File: src/rtl/cc_timer_pkg.sv
package cc_timer_pkg;

    // Run-control state
    typedef enum logic [0:0] {
        ST_IDLE = 1'b0,
        ST_RUN  = 1'b1
    } run_state_e;

    // Register word addresses
    localparam int unsigned A_TASK     = 0;
    localparam int unsigned A_SHORT    = 1;
    localparam int unsigned A_IEN_SET  = 2;
    localparam int unsigned A_IEN_CLR  = 3;
    localparam int unsigned A_MODE     = 4;
    localparam int unsigned A_WIDTH    = 5;
    localparam int unsigned A_PRESC    = 6;
    localparam int unsigned A_ONESHOT  = 7;
    localparam int unsigned A_EVT_BASE = 8;
    localparam int unsigned A_CC_BASE  = 16;

    // Task word bit positions
    localparam int unsigned T_START    = 0;
    localparam int unsigned T_STOP     = 1;
    localparam int unsigned T_COUNT    = 2;
    localparam int unsigned T_CLEAR    = 3;
    localparam int unsigned T_SHUT     = 4;
    localparam int unsigned T_CAP_BASE = 8;

    // Offset of the compare-clear bits in the shortcut word
    localparam int unsigned SHORT_CLR_OFS = 8;

    // Mode code for prescaled timer operation
    localparam logic [1:0] MODE_TIMER = 2'd0;

endpackage

File: src/rtl/cc_timer_presc.sv
module cc_timer_presc #(
    parameter int unsigned PRE_W = 4,
    parameter int unsigned DIV_W = 9
)(
    input  logic             clk,
    input  logic             rst_n,
    input  logic             run,
    input  logic             sync_clr,
    input  logic [PRE_W-1:0] presc,
    output logic             tick
);
    logic [DIV_W-1:0] div_q;
    logic [DIV_W-1:0] mask;

    // Low p bits all ones marks the last cycle of a 2^p period
    always_comb begin
        mask = (DIV_W'(1) << presc) - DIV_W'(1);
        tick = ((div_q & mask) == mask);
    end

    always_ff @(posedge clk or negedge rst_n) begin
        if (!rst_n) begin
            div_q <= '0;
        end else if (sync_clr) begin
            div_q <= '0;
        end else if (run) begin
            div_q <= div_q + DIV_W'(1);
        end
    end
endmodule

File: src/rtl/cc_timer_chan.sv
module cc_timer_chan #(
    parameter int unsigned DATA_W = 32
)(
    input  logic              clk,
    input  logic              rst_n,
    input  logic              step,
    input  logic [DATA_W-1:0] cnt_now,
    input  logic [DATA_W-1:0] cnt_inc,
    input  logic              cap,
    input  logic              wr_cc,
    input  logic              clr_evt,
    input  logic [DATA_W-1:0] wdata,
    input  logic              one_shot,
    output logic [DATA_W-1:0] cc_q,
    output logic              evt_q,
    output logic              match
);
    logic armed_q;

    // A compare happens only on an increment that lands on the stored value
    assign match = step && (cnt_inc == cc_q) && (armed_q || !one_shot);

    always_ff @(posedge clk or negedge rst_n) begin
        if (!rst_n) begin
            cc_q    <= '0;
            evt_q   <= 1'b0;
            armed_q <= 1'b1;
        end else begin
            if (cap) begin
                cc_q <= cnt_now;
            end else if (wr_cc) begin
                cc_q <= wdata;
            end

            if (match) begin
                evt_q <= 1'b1;
            end else if (clr_evt) begin
                evt_q <= 1'b0;
            end

            if (wr_cc) begin
                armed_q <= 1'b1;
            end else if (match && one_shot) begin
                armed_q <= 1'b0;
            end
        end
    end
endmodule

File: src/rtl/cc_timer.sv
module cc_timer
    import cc_timer_pkg::*;
#(
    parameter int unsigned NCH       = 4,
    parameter int unsigned ADDR_W    = 6,
    parameter int unsigned DATA_W    = 32,
    parameter int unsigned PRESC_MAX = 9
)(
    input  logic              clk,
    input  logic              rst_n,
    input  logic              bus_we,
    input  logic [ADDR_W-1:0] bus_addr,
    input  logic [DATA_W-1:0] bus_wdata,
    output logic [DATA_W-1:0] bus_rdata,
    output logic              irq
);
    localparam int unsigned PRE_W = $clog2(PRESC_MAX + 1);
    localparam int unsigned DIV_W = PRESC_MAX;
    localparam logic [DATA_W-1:0] ONES = '1;

    run_state_e state_q, state_d;
    logic running;

    // Decoded write strobes
    logic hit_task, hit_short, hit_ien_set, hit_ien_clr;
    logic hit_mode, hit_width, hit_presc, hit_os;
    logic [NCH-1:0] hit_cc, evt_zero;

    // Task pulses
    logic t_start, t_stop, t_count, t_clear, t_shut;
    logic [NCH-1:0] t_cap;

    // Configuration
    logic [NCH-1:0]   short_stop_q, short_clr_q, ien_q, os_q;
    logic [1:0]       mode_q, width_q;
    logic [PRE_W-1:0] presc_q;

    // Counter path
    logic [DATA_W-1:0] cnt_q, cnt_inc, wmask;
    logic [4:0]        wshift;
    logic              presc_tick, tick, clr_any, step;
    logic              pend_clr_q, pend_stop_q;

    // Channels
    logic [DATA_W-1:0] cc_arr [NCH];
    logic [NCH-1:0]    evt_vec, match_vec;

    assign running = (state_q == ST_RUN);

    // Address decode
    always_comb begin
        hit_task    = bus_we && (bus_addr == ADDR_W'(A_TASK));
        hit_short   = bus_we && (bus_addr == ADDR_W'(A_SHORT));
        hit_ien_set = bus_we && (bus_addr == ADDR_W'(A_IEN_SET));
        hit_ien_clr = bus_we && (bus_addr == ADDR_W'(A_IEN_CLR));
        hit_mode    = bus_we && (bus_addr == ADDR_W'(A_MODE));
        hit_width   = bus_we && (bus_addr == ADDR_W'(A_WIDTH));
        hit_presc   = bus_we && (bus_addr == ADDR_W'(A_PRESC));
        hit_os      = bus_we && (bus_addr == ADDR_W'(A_ONESHOT));
        for (int n = 0; n < NCH; n++) begin
            hit_cc[n]   = bus_we && (bus_addr == ADDR_W'(A_CC_BASE + n));
            evt_zero[n] = bus_we && (bus_addr == ADDR_W'(A_EVT_BASE + n))
                          && (bus_wdata == '0);
        end
    end

    // Task word split; every set bit acts in this cycle
    always_comb begin
        t_start = hit_task && bus_wdata[T_START];
        t_stop  = hit_task && bus_wdata[T_STOP];
        t_count = hit_task && bus_wdata[T_COUNT];
        t_clear = hit_task && bus_wdata[T_CLEAR];
        t_shut  = hit_task && bus_wdata[T_SHUT];
        t_cap   = hit_task ? bus_wdata[T_CAP_BASE +: NCH] : '0;
    end

    // Width mask from the width code
    always_comb begin
        unique case (width_q)
            2'd0:    wshift = 5'd24;
            2'd1:    wshift = 5'd16;
            2'd2:    wshift = 5'd8;
            default: wshift = 5'd0;
        endcase
        wmask = ONES >> wshift;
    end

    cc_timer_presc #(
        .PRE_W (PRE_W),
        .DIV_W (DIV_W)
    ) u_presc (
        .clk      (clk),
        .rst_n    (rst_n),
        .run      (running),
        .sync_clr (t_clear || t_shut),
        .presc    (presc_q),
        .tick     (presc_tick)
    );

    // Tick source; a pending stop freezes the count in its final cycle
    always_comb begin
        tick    = running && !pend_stop_q &&
                  ((mode_q == MODE_TIMER) ? presc_tick : t_count);
        clr_any = t_clear || t_shut || pend_clr_q;
        step    = tick && !clr_any;
        cnt_inc = (cnt_q + DATA_W'(1)) & wmask;
    end

    for (genvar g = 0; g < NCH; g++) begin : g_ch
        cc_timer_chan #(
            .DATA_W (DATA_W)
        ) u_ch (
            .clk      (clk),
            .rst_n    (rst_n),
            .step     (step),
            .cnt_now  (cnt_q),
            .cnt_inc  (cnt_inc),
            .cap      (t_cap[g]),
            .wr_cc    (hit_cc[g]),
            .clr_evt  (evt_zero[g]),
            .wdata    (bus_wdata),
            .one_shot (os_q[g]),
            .cc_q     (cc_arr[g]),
            .evt_q    (evt_vec[g]),
            .match    (match_vec[g])
        );
    end

    // State register
    always_ff @(posedge clk or negedge rst_n) begin
        if (!rst_n) begin
            state_q <= ST_IDLE;
        end else begin
            state_q <= state_d;
        end
    end

    // Next state: START and STOP transitions
    always_comb begin
        state_d = state_q;
        unique case (state_q)
            ST_IDLE: begin
                if (t_start && !t_stop && !t_shut && !pend_stop_q) begin
                    state_d = ST_RUN;
                end
            end
            ST_RUN: begin
                if (t_stop || t_shut || pend_stop_q) begin
                    state_d = ST_IDLE;
                end
            end
            default: state_d = ST_IDLE;
        endcase
    end

    // Counter and shortcut pipeline
    always_ff @(posedge clk or negedge rst_n) begin
        if (!rst_n) begin
            cnt_q       <= '0;
            pend_clr_q  <= 1'b0;
            pend_stop_q <= 1'b0;
        end else begin
            if (clr_any) begin
                cnt_q <= '0;
            end else if (tick) begin
                cnt_q <= cnt_inc;
            end
            pend_clr_q  <= |(match_vec & short_clr_q);
            pend_stop_q <= |(match_vec & short_stop_q);
        end
    end

    // Configuration registers
    always_ff @(posedge clk or negedge rst_n) begin
        if (!rst_n) begin
            short_stop_q <= '0;
            short_clr_q  <= '0;
            ien_q        <= '0;
            os_q         <= '0;
            mode_q       <= '0;
            width_q      <= '0;
            presc_q      <= '0;
        end else begin
            if (hit_short) begin
                short_stop_q <= bus_wdata[NCH-1:0];
                short_clr_q  <= bus_wdata[SHORT_CLR_OFS +: NCH];
            end
            if (hit_ien_set) begin
                ien_q <= ien_q | bus_wdata[NCH-1:0];
            end else if (hit_ien_clr) begin
                ien_q <= ien_q & ~bus_wdata[NCH-1:0];
            end
            if (hit_os) begin
                os_q <= bus_wdata[NCH-1:0];
            end
            if (hit_mode) begin
                mode_q <= bus_wdata[1:0];
            end
            if (hit_width) begin
                width_q <= bus_wdata[1:0];
            end
            if (hit_presc) begin
                presc_q <= (bus_wdata[PRE_W-1:0] > PRE_W'(PRESC_MAX))
                           ? PRE_W'(PRESC_MAX) : bus_wdata[PRE_W-1:0];
            end
        end
    end

    // Outputs: read mux and interrupt line
    always_comb begin
        bus_rdata = '0;
        irq       = |(evt_vec & ien_q);
        unique case (bus_addr)
            ADDR_W'(A_SHORT): begin
                bus_rdata[NCH-1:0]            = short_stop_q;
                bus_rdata[SHORT_CLR_OFS +: NCH] = short_clr_q;
            end
            ADDR_W'(A_IEN_SET), ADDR_W'(A_IEN_CLR): bus_rdata[NCH-1:0] = ien_q;
            ADDR_W'(A_MODE):    bus_rdata[1:0]       = mode_q;
            ADDR_W'(A_WIDTH):   bus_rdata[1:0]       = width_q;
            ADDR_W'(A_PRESC):   bus_rdata[PRE_W-1:0] = presc_q;
            ADDR_W'(A_ONESHOT): bus_rdata[NCH-1:0]   = os_q;
            default: begin
                for (int n = 0; n < NCH; n++) begin
                    if (bus_addr == ADDR_W'(A_EVT_BASE + n)) begin
                        bus_rdata[0] = evt_vec[n];
                    end
                    if (bus_addr == ADDR_W'(A_CC_BASE + n)) begin
                        bus_rdata = cc_arr[n];
                    end
                end
            end
        endcase
    end
endmodule

File: config.mk
export PLATFORM = sky130hd
export DESIGN_NAME = cc_timer
export DESIGN_NICKNAME = d
export VERILOG_FILES = /design/src/rtl/cc_timer_pkg.sv /design/src/rtl/cc_timer_presc.sv /design/src/rtl/cc_timer_chan.sv /design/src/rtl/cc_timer.sv
export SDC_FILE = /design/constraint.sdc
export NUM_CORES = 1
export LEC_CHECK = 0
export ABC_AREA = 1
export BUFFER_PORTS_ARGS = -buffer_cell sky130_fd_sc_hd__buf_2
export CORE_AREA = 4 4 169 171
export DETAILED_ROUTE_END_ITERATION = 8
export DIE_AREA = 0 0 173 175
export PLACE_DENSITY = 0.69
export SYNTH_ARGS = -nofsm -noshare
export SYNTH_HDL_FRONTEND = slang
export SYNTH_SLANG_ARGS = --single-unit
File: constraint.sdc
create_clock -name clk -period 2.05 [get_ports clk]
set_input_delay 0.41 -clock clk [delete_from_list [all_inputs] [get_ports clk]]
set_output_delay 0.41 -clock clk [all_outputs]
set_load 0.01 [all_outputs]
==> metrics.log, run 1 <==
INFO  metric outcome = finished with violations
INFO  metric violations = setup timing
INFO  metric clkSinkCount = between 200 and 250
INFO  metric timing.hold.worst_path_depth = 3
INFO  metric synth_top_area_cell = sky130_fd_sc_hd__dfrtp_1
INFO  metric global_route.usage.met3 = 11.23%
INFO  metric peakVddDrop = a little over 0.9 mV
INFO  metric use_met2 = 61.51%
INFO  metric synth-seq-area-share = 38.15%
INFO  metric final_design_area_no_fill = around 20,000 sq um
INFO  metric finalCoreUtilization = about 75%
INFO  metric clock_latency_on_the_worst_skew_pair = roughly 570 ps
INFO  metric clock.fmax = about 360 MHz
INFO  metric site_row_count = 60
INFO  metric syn_area = between 10,000 and 15,000 sq um
INFO  metric synth_fp_nets = between 1,500 and 2,000
INFO  metric die-area = 30,280 sq um
INFO  metric holdCritStartpoint = bus_wdata[21]
INFO  metric dpl.cell_count = ~2,600
INFO  metric path_cells = ha_4, nand2_4, nor2_4, buf_12, nand3_2, buf_4, nor2_1, nand2_1, nand3_4, o21ai_0, nor2_1, nand2_1, nor2_2, nand2_2, nor2_4, nand3_1, nand2_1, inv_1, nand2_1
INFO  metric synthesis.area_per_instance = 6.905 sq um
INFO  metric synthTopCellsByCount = sky130_fd_sc_hd__nand2_1 (509), sky130_fd_sc_hd__o21ai_0 (279), sky130_fd_sc_hd__inv_1 (238)
INFO  metric grt.overflow.total = 0
INFO  metric crit_path_top_delay_cell = sky130_fd_sc_hd__dfrtp_1
INFO  metric timing.critical_path.arrival = approximately 3200 ps
INFO  metric drcViolationCount = 0
INFO  metric yosysWarnings = 0
INFO  metric power_per_cell_area = around 1000 nW/um^2
INFO  metric critical_path_peak_fanout = 6
INFO  metric ios = 74
INFO  metric final-max-slew-violation-count = 0
INFO  metric crit_path_max_incr_delay = ~420 ps
INFO  metric grt_util_met1 = 52.20%
INFO  metric fin_cells = 2,726
INFO  metric final_net_count = ~2,400
INFO  metric finalWorstPathRequiredPeriod = between 2000 and 3000 ps
INFO  metric vias_per_cell = 6.204
INFO  metric largest_net_degree_at_the_start_of_global_routing = between 50 and 60
INFO  metric grt_pass1_wl = roughly 95,000 um
INFO  metric first_pass_iters = 6
INFO  metric finalSetupTns = -21,460 ps
INFO  metric cts_max_path_buffers = 3
INFO  metric synth_most_common_cell = sky130_fd_sc_hd__nand2_1
INFO  metric gp_congestion = approximately 1.0
INFO  metric drt_wl_total = roughly 65,000 um
INFO  metric r2r_setup_slack = -710 ps
INFO  metric place_hpwl = around 44,000 um
INFO  metric global_route.peak_usage_layer = met2
INFO  metric detailed_place.area = between 15,000 and 20,000 sq um
INFO  metric post_synth_inst_count = approximately 1,900
INFO  metric die_height = between 150 and 200 um
INFO  metric antenna_found_initial = 0
INFO  metric worst-slew-pin-transition = between 500 and 600 ps
INFO  metric max_cap_violations = 0
INFO  metric worst_hold_path.endpoint = g_ch[3].u_ch.cc_q[21]$_DFFE_PN0P_
INFO  metric timing.setup.critical_path_class = reg2reg
INFO  metric reg2reg_to = pend_stop_q$_DFF_PN0_
INFO  metric placeable_core_region = 26,880 sq um
INFO  metric synth-async-reset-ratio = 100.0%
INFO  metric largest_cells_by_area_after_synthesis = sky130_fd_sc_hd__dfrtp_1 (37%), sky130_fd_sc_hd__nand2_1 (14%), sky130_fd_sc_hd__o21ai_0 (10%)
INFO  metric critical_path.reg2reg.startpoint = cnt_q[0]$_DFFE_PN0P_
INFO  metric critical_path.startpoint_type = register
INFO  metric drive_above_1_share = a little over a third
INFO  metric ys_ff_latch = 204
INFO  metric worst_slack = -708.1 ps
INFO  metric place.port_buffers = 73
INFO  metric timing.reg2reg.worst_path_depth = 19
INFO  metric setup-violations-final = 74
INFO  metric number_of_global_route_vias_before_repair = roughly 16,000
INFO  metric die_w = between 150 and 200 um
INFO  metric tritoncts.num_buffers = 26
INFO  metric critPathRequiredTime = approximately 2500 ps
INFO  metric synthDistinctLibCells = 44
INFO  metric grt_util_all_layers = 40.54%
INFO  metric cts.reportedPaths.clkPinSlew = about 70 ps
INFO  metric yosys.area.top_type_share = 37.36%
INFO  metric antenna_violating_nets_post_route = 0
INFO  metric route.detailed.wl_per_inst = approximately 24 um
INFO  metric start_util = 49.84%
INFO  metric p_leak = approximately 0.0096 uW
INFO  metric final.period_utilization = 134.5%
INFO  metric cpMostUsedCell = sky130_fd_sc_hd__nand2_1
INFO  metric grt_setup_unrepaired = yes
INFO  metric worst_clock_skew = 38.44 ps
INFO  metric cts-root-buf = sky130_fd_sc_hd__clkbuf_16
INFO  metric synthToLayoutAreaGrowth = 49.77%
INFO  metric detailed_route_via_count = between 15,000 and 20,000
INFO  metric tritoncts = done
INFO  metric count_of_flip_flops_with_a_built_in_enable_after_synthesis = 0
INFO  metric synth_ff_type = sky130_fd_sc_hd__dfrtp_1
INFO  metric drt_iter0_markers = 2,211
INFO  metric min_path_type = in2reg
INFO  metric hold_violation_count_in_the_final_report = 0
INFO  metric crit_path_end_kind = register
INFO  metric slew_headroom = between 60 and 70%
INFO  metric dp_slack = -890.1 ps
INFO  metric n_antenna_cell = 0
INFO  metric cts.htree.levels = 1
[where the power goes]
part	switching, uW	internal [uW]	total (uW)
logic	5530	4110	9640
clock network	1990	2890	4890
registers	1080	5150	6230
total	8610	12200	20800
[layout by cell type, fill, tap and decap left out, types with 8 or more instances in the layout]
cell type                   instances
sky130_fd_sc_hd__xor2_1            13
sky130_fd_sc_hd__nor2_2            26
sky130_fd_sc_hd__nand3_2           38
sky130_fd_sc_hd__a21oi_2           11
sky130_fd_sc_hd__inv_1            221
sky130_fd_sc_hd__inv_2             17
sky130_fd_sc_hd__o221ai_2          16
sky130_fd_sc_hd__nand2_4           11
sky130_fd_sc_hd__o22ai_2           29
sky130_fd_sc_hd__buf_2             66
sky130_fd_sc_hd__nand3_4           12
sky130_fd_sc_hd__buf_6             44
sky130_fd_sc_hd__nor2_1           133
sky130_fd_sc_hd__dfrtp_1          196
sky130_fd_sc_hd__nand2_1          460
sky130_fd_sc_hd__o221ai_1          42
sky130_fd_sc_hd__nor2_4            37
sky130_fd_sc_hd__clkbuf_16         29
sky130_fd_sc_hd__buf_4            319
sky130_fd_sc_hd__buf_8              9
sky130_fd_sc_hd__nand3_1           54
sky130_fd_sc_hd__nand2_2           48
sky130_fd_sc_hd__o21ai_2           12
sky130_fd_sc_hd__o22ai_1           22
sky130_fd_sc_hd__xor2_2             8
sky130_fd_sc_hd__o21ai_0          239
sky130_fd_sc_hd__nor3_1             9
sky130_fd_sc_hd__a21oi_1           17
sky130_fd_sc_hd__buf_12            35
sky130_fd_sc_hd__o21ai_1           34
sky130_fd_sc_hd__nand4_1           78
[worst max path at each step]
| stage | startpoint | end | slack [ps] | cells past startpoint |
|---|---|---|---|---|
| after CTS | cnt_q[1]$_DFFE_PN0P_ | pend_stop_q$_DFF_PN0_ | -510 | 20 |
| after global routing | cnt_q[1]$_DFFE_PN0P_ | pend_stop_q$_DFF_PN0_ | -810 | 19 |
| final | cnt_q[0]$_DFFE_PN0P_ | pend_stop_q$_DFF_PN0_ | -710 | 19 |
| after global placement | cnt_q[1]$_DFFE_PN0P_ | pend_clr_q$_DFF_PN0_ | -860 | 21 |
| after floorplan | cnt_q[1]$_DFFE_PN0P_ | pend_clr_q$_DFF_PN0_ | -100 | 17 |
| after detailed placement | cnt_q[2]$_DFFE_PN0P_ | pend_stop_q$_DFF_PN0_ | -890 | 20 |
[final cells by class]
cell class,instances,area [sq um]
multi-input cells,1409,8422
fillers,1984,6814
repair buffers,482,4284
clock buffers,31,679.4
well taps,341,426.7
clock inverters,17,215.2
flip-flops and latches,204,5115
inverters,242,919.6
[repair_timing]
action                     CTS  global route
cloned                       5             4
setup endpoints to repair   74            75
pin swaps                   79            55
setup buffers               38            25
hold buffers                 1             0
gates resized for setup    311           110
hold endpoints to repair    43             0
[state kept, by name, indices dropped and copies added (netlist names), named ones only]
signal	flops
width_q	2
pend_clr_q	1
cnt_q	32
mode_q	2
short_clr_q	4
g_ch.u_ch.cc_q	128
u_presc.div_q	9
g_ch.u_ch.evt_q	4
g_ch.u_ch.armed_q	4
presc_q	4
os_q	4
pend_stop_q	1
short_stop_q	4
running	1
[critical path: cells and delay by family (launching register included)]
family,cells,cell delay (ps)
simple gates,14,1610
buf+inv,3,360
compound gates,1,90
fa+ha+maj,1,190
flops,1,420
[through the flow]
step	total power (uW)	hold WS (ps)
final	20760	160.7
after global routing	21700	180.7
after CTS	19810	148.7
after detailed placement	13840	374.4
after global placement	13710	370.8
after floorplan	9955	114.4
[layer usage]
metal,part of all wire [%],routed length [um]
met1,37,23800
met2,43,27820
met3,13,8190
met4,8.0,5187
met5,0,0
[kinds of logic after synthesis]
family	share of synthesized area, %
and+or+nand+nor	30.56
adders and majority gates	0.2802
AOI/OAI and AO/OA	20.23
buffers and inverters	9.340
xor gates and xnor gates	1.438
DFF	38.15
Note: power is estimated with default switching activity, not from simulation.
==> inputs of run 2 (changes only) <==
CELL_PAD_IN_SITES_DETAIL_PLACEMENT = 1   (was not set)
CELL_PAD_IN_SITES_GLOBAL_PLACEMENT = 1   (was not set)
CORE_AREA = 4 4 186 188   (was 4 4 169 171)
DIE_AREA = 0 0 190 192   (was 0 0 173 175)
PLACE_DENSITY = not set   (was 0.69)
PLACE_DENSITY_LB_ADDON = 0.1   (was not set)
SKIP_LAST_GASP = 1   (was not set)
==> metrics.log, run 2 (synthesized netlist as in run 1, its figures left out) <==
INFO  metric dr_wl_met3 = 10,120 um
INFO  metric crit_path_top_delay_cell = sky130_fd_sc_hd__dfrtp_1
INFO  metric grt_setup_unrepaired = yes
INFO  metric ios = 74
INFO  metric max_cap_violations = 0
INFO  metric vias_per_cell = 6.565
INFO  metric clock.fmax = 318.2 MHz
INFO  metric p_seq_share = between 20% and 30%
INFO  metric grt_pass1_wl = approximately 110,000 um
INFO  metric dp_slack = -980.8 ps
INFO  metric drt-met1-wl = between 20,000 and 30,000 um
INFO  metric fin_cells = roughly 2,800
INFO  metric worst-slew-pin-transition = about 730 ps
INFO  metric internal_power = 12,180 uW
INFO  metric cp_top_family = simple AND/OR/NAND/NOR gates
INFO  metric top_regs = g_ch.u_ch.cc_q (128), cnt_q (32), u_presc.div_q (9)
INFO  metric critPathRequiredTime = between 2000 and 3000 ps
INFO  metric die_height = around 190 um
INFO  metric hold_violation_count_in_the_final_report = 0
INFO  metric final.period_utilization = 153.3%
INFO  metric site_row_count = 67
INFO  metric violations = setup timing
INFO  metric critical_path_peak_fanout = 6
INFO  metric die-area = around 36,000 sq um
INFO  metric drt_iter0_markers = between 2,000 and 3,000
INFO  metric drcViolationCount = 0
INFO  metric antenna_found_initial = 3
INFO  metric timing.hold.ws = roughly 170 ps
INFO  metric highest_layer = met4
INFO  metric finalWorstPathRequiredPeriod = approximately 3100 ps
INFO  metric grt_util_all_layers = about two fifths
INFO  metric place_hpwl = 51,790 um
INFO  metric worst-path-buf-inv = 4
INFO  metric critical_path.startpoint_type = register
INFO  metric worst_slack = -1093 ps
INFO  metric cts.reportedPaths.clkPinSlew = approximately 80 ps
INFO  metric setup-violations-final = between 100 and 150
INFO  metric cts_max_path_buffers = 3
INFO  metric mostFrequentLayoutCells = sky130_fd_sc_hd__nand2_1 (451), sky130_fd_sc_hd__buf_4 (354), sky130_fd_sc_hd__o21ai_0 (237), sky130_fd_sc_hd__inv_1 (216), sky130_fd_sc_hd__dfrtp_1 (196)
INFO  metric switching_part_of_the_total_power = 45.20%
INFO  metric number_of_global_route_vias_before_repair = 18,484
INFO  metric antenna_violating_nets_post_route = 0
INFO  metric detailed_place.area = 17,040 sq um
INFO  metric outcome = finished with violations
INFO  metric clock_latency_on_the_worst_skew_pair = a little under 600 ps
INFO  metric synthToLayoutAreaGrowth = 52.23%
INFO  metric tritoncts = done
INFO  metric dpl.cell_count = about 2,700
INFO  metric final-max-slew-violation-count = 0
INFO  metric start_util = between 40% and 50%
INFO  metric drt_wl_total = approximately 88,000 um
INFO  metric place.port_buffers = between 70 and 80
INFO  metric first_pass_iters = 8
INFO  metric comb_power_share = 48.5%
INFO  metric met2_wirelength = between 30,000 and 40,000 um
INFO  metric clkSinkCount = 204
INFO  metric peakVddDrop = 0.6376 mV
INFO  metric p_switching = approximately 10,000 uW
INFO  metric crit_path_max_incr_delay = 410 ps
INFO  metric placeable_core_region = between 30,000 and 40,000 sq um
INFO  metric cts.htree.levels = 1
INFO  metric final.fill_count = between 3,000 and 4,000
INFO  metric largest_register_ffs = about 130
INFO  metric final_design_area_no_fill = about 20,000 sq um
INFO  metric grt.overflow.total = 0
INFO  metric largest_net_degree_at_the_start_of_global_routing = 53
INFO  metric path_cells = buf_4, nand2_2, nor2_4, nand2_4, nand2_2, nand2_4, buf_4, nand2_1, nand3_1, nor2_1, nand2_1, nor2_4, nand3_2, nor2_4, buf_4, nand4_1, nand2_1, inv_1, nand2_1
INFO  metric tritoncts.num_buffers = 27
INFO  metric timing.setup.critical_path_class = reg2reg
INFO  metric slew_headroom = between 50% and 60%
INFO  metric final_common_cell = sky130_fd_sc_hd__nand2_1
INFO  metric min_path_type = in2reg
INFO  metric p_leak = 0.009699 uW
INFO  metric cts-root-buf = sky130_fd_sc_hd__clkbuf_16
INFO  metric crit_path_end_kind = register
INFO  metric drive_above_1_share = between 30 and 40%
INFO  metric gp_congestion = ~1.0
INFO  metric die_w = around 190 um
INFO  metric power.share.clock = between 20% and 30%
INFO  metric regMostFlops = g_ch.u_ch.cc_q
INFO  metric detailed_route_via_count = about 19,000
INFO  metric cpMostUsedCell = sky130_fd_sc_hd__nand2_1
INFO  metric finalSetupTns = -28,290 ps
INFO  metric route.detailed.wl_per_inst = between 30 and 40 um
INFO  metric timing.critical_path.arrival = about 3600 ps
INFO  metric worst_clock_skew = around 30 ps
INFO  metric power_per_cell_area = approximately 1100 nW/um^2
INFO  metric final_net_count = roughly 2,400
==> run 2: cell type report <==
class	instances	area, sq um	area share (%)
multi-input cells	1409	8655	42.44
flip-flops and latches	204	5115	25.08
repair buffers	500	4242	20.80
inverters	242	933.4	4.577
clock buffers	40	814.5	3.994
well taps	448	560.5	2.749
clock inverters	4	70.07	0.3436
diodes	1	2.502	0.01227
==> run 2: power by group through the flow <==
stage / clock network, uW / registers, uW / logic (uW)
5_1_grt: 5170 / 6450 / 11200
4_1_cts: 4940 / 6150 / 8940
3_5_place_dp: 0 / 6140 / 8120
2_1_floorplan: 0 / 5930 / 4030
6_report: 5060 / 6370 / 10800
3_3_place_gp: 0 / 6090 / 7860
==> run 2: layer usage <==
metal / up-vias / global-route usage [%]
met5: - / 0
met4: 0 / 27.85
li1: 7429 / -
met2: 1501 / 64.81
met3: 660 / 9.197
met1: 9106 / 49.47
==> run 2: path summary, 6_finish.rpt <==
| check | start | to | slack, ps | depth (start not counted) |
|---|---|---|---|---|
| max reg2reg | cnt_q[1]$_DFFE_PN0P_ | pend_clr_q$_DFF_PN0_ | -1090 | 19 |
| max in group asynchronous | rst_n | presc_q[3]$_DFFE_PN0P_ | 920 | 3 |
| min | bus_wdata[21] | g_ch[0].u_ch.cc_q[21]$_DFFE_PN0P_ | 170 | 3 |
| min in group asynchronous | rst_n | g_ch[3].u_ch.cc_q[5]$_DFFE_PN0P_ | 390 | 2 |
| max | cnt_q[1]$_DFFE_PN0P_ | pend_clr_q$_DFF_PN0_ | -1090 | 19 |
| min reg2reg | pend_stop_q$_DFF_PN0_ | running$_DFF_PN0_ | 470 | 1 |
==> run 2: what timing repair did <==
action | CTS | global route
hold buffers | 1 | 0
setup buffers | 40 | 33
hold endpoints to repair | 42 | 0
cloned | 4 | 2
pin swaps | 63 | 83
setup endpoints to repair | 86 | 136
resized for setup | 280 | 185
==> run 2: metrics by stage <==
step / util, % / total power (uW)
floorplan: - / 9955
global placement: 51.46 / 13950
detailed placement: 51.46 / 14260
CTS: 58.32 / 20030
global route: 61.58 / 22860
finish: 61.58 / 22220
==> run 2: worst reg2reg max path, delay by kind of cell (launching register included) <==
family / cells / cell delay [ps]
flops: 1 / 410
simple gates: 15 / 2150
buf+inv: 4 / 510
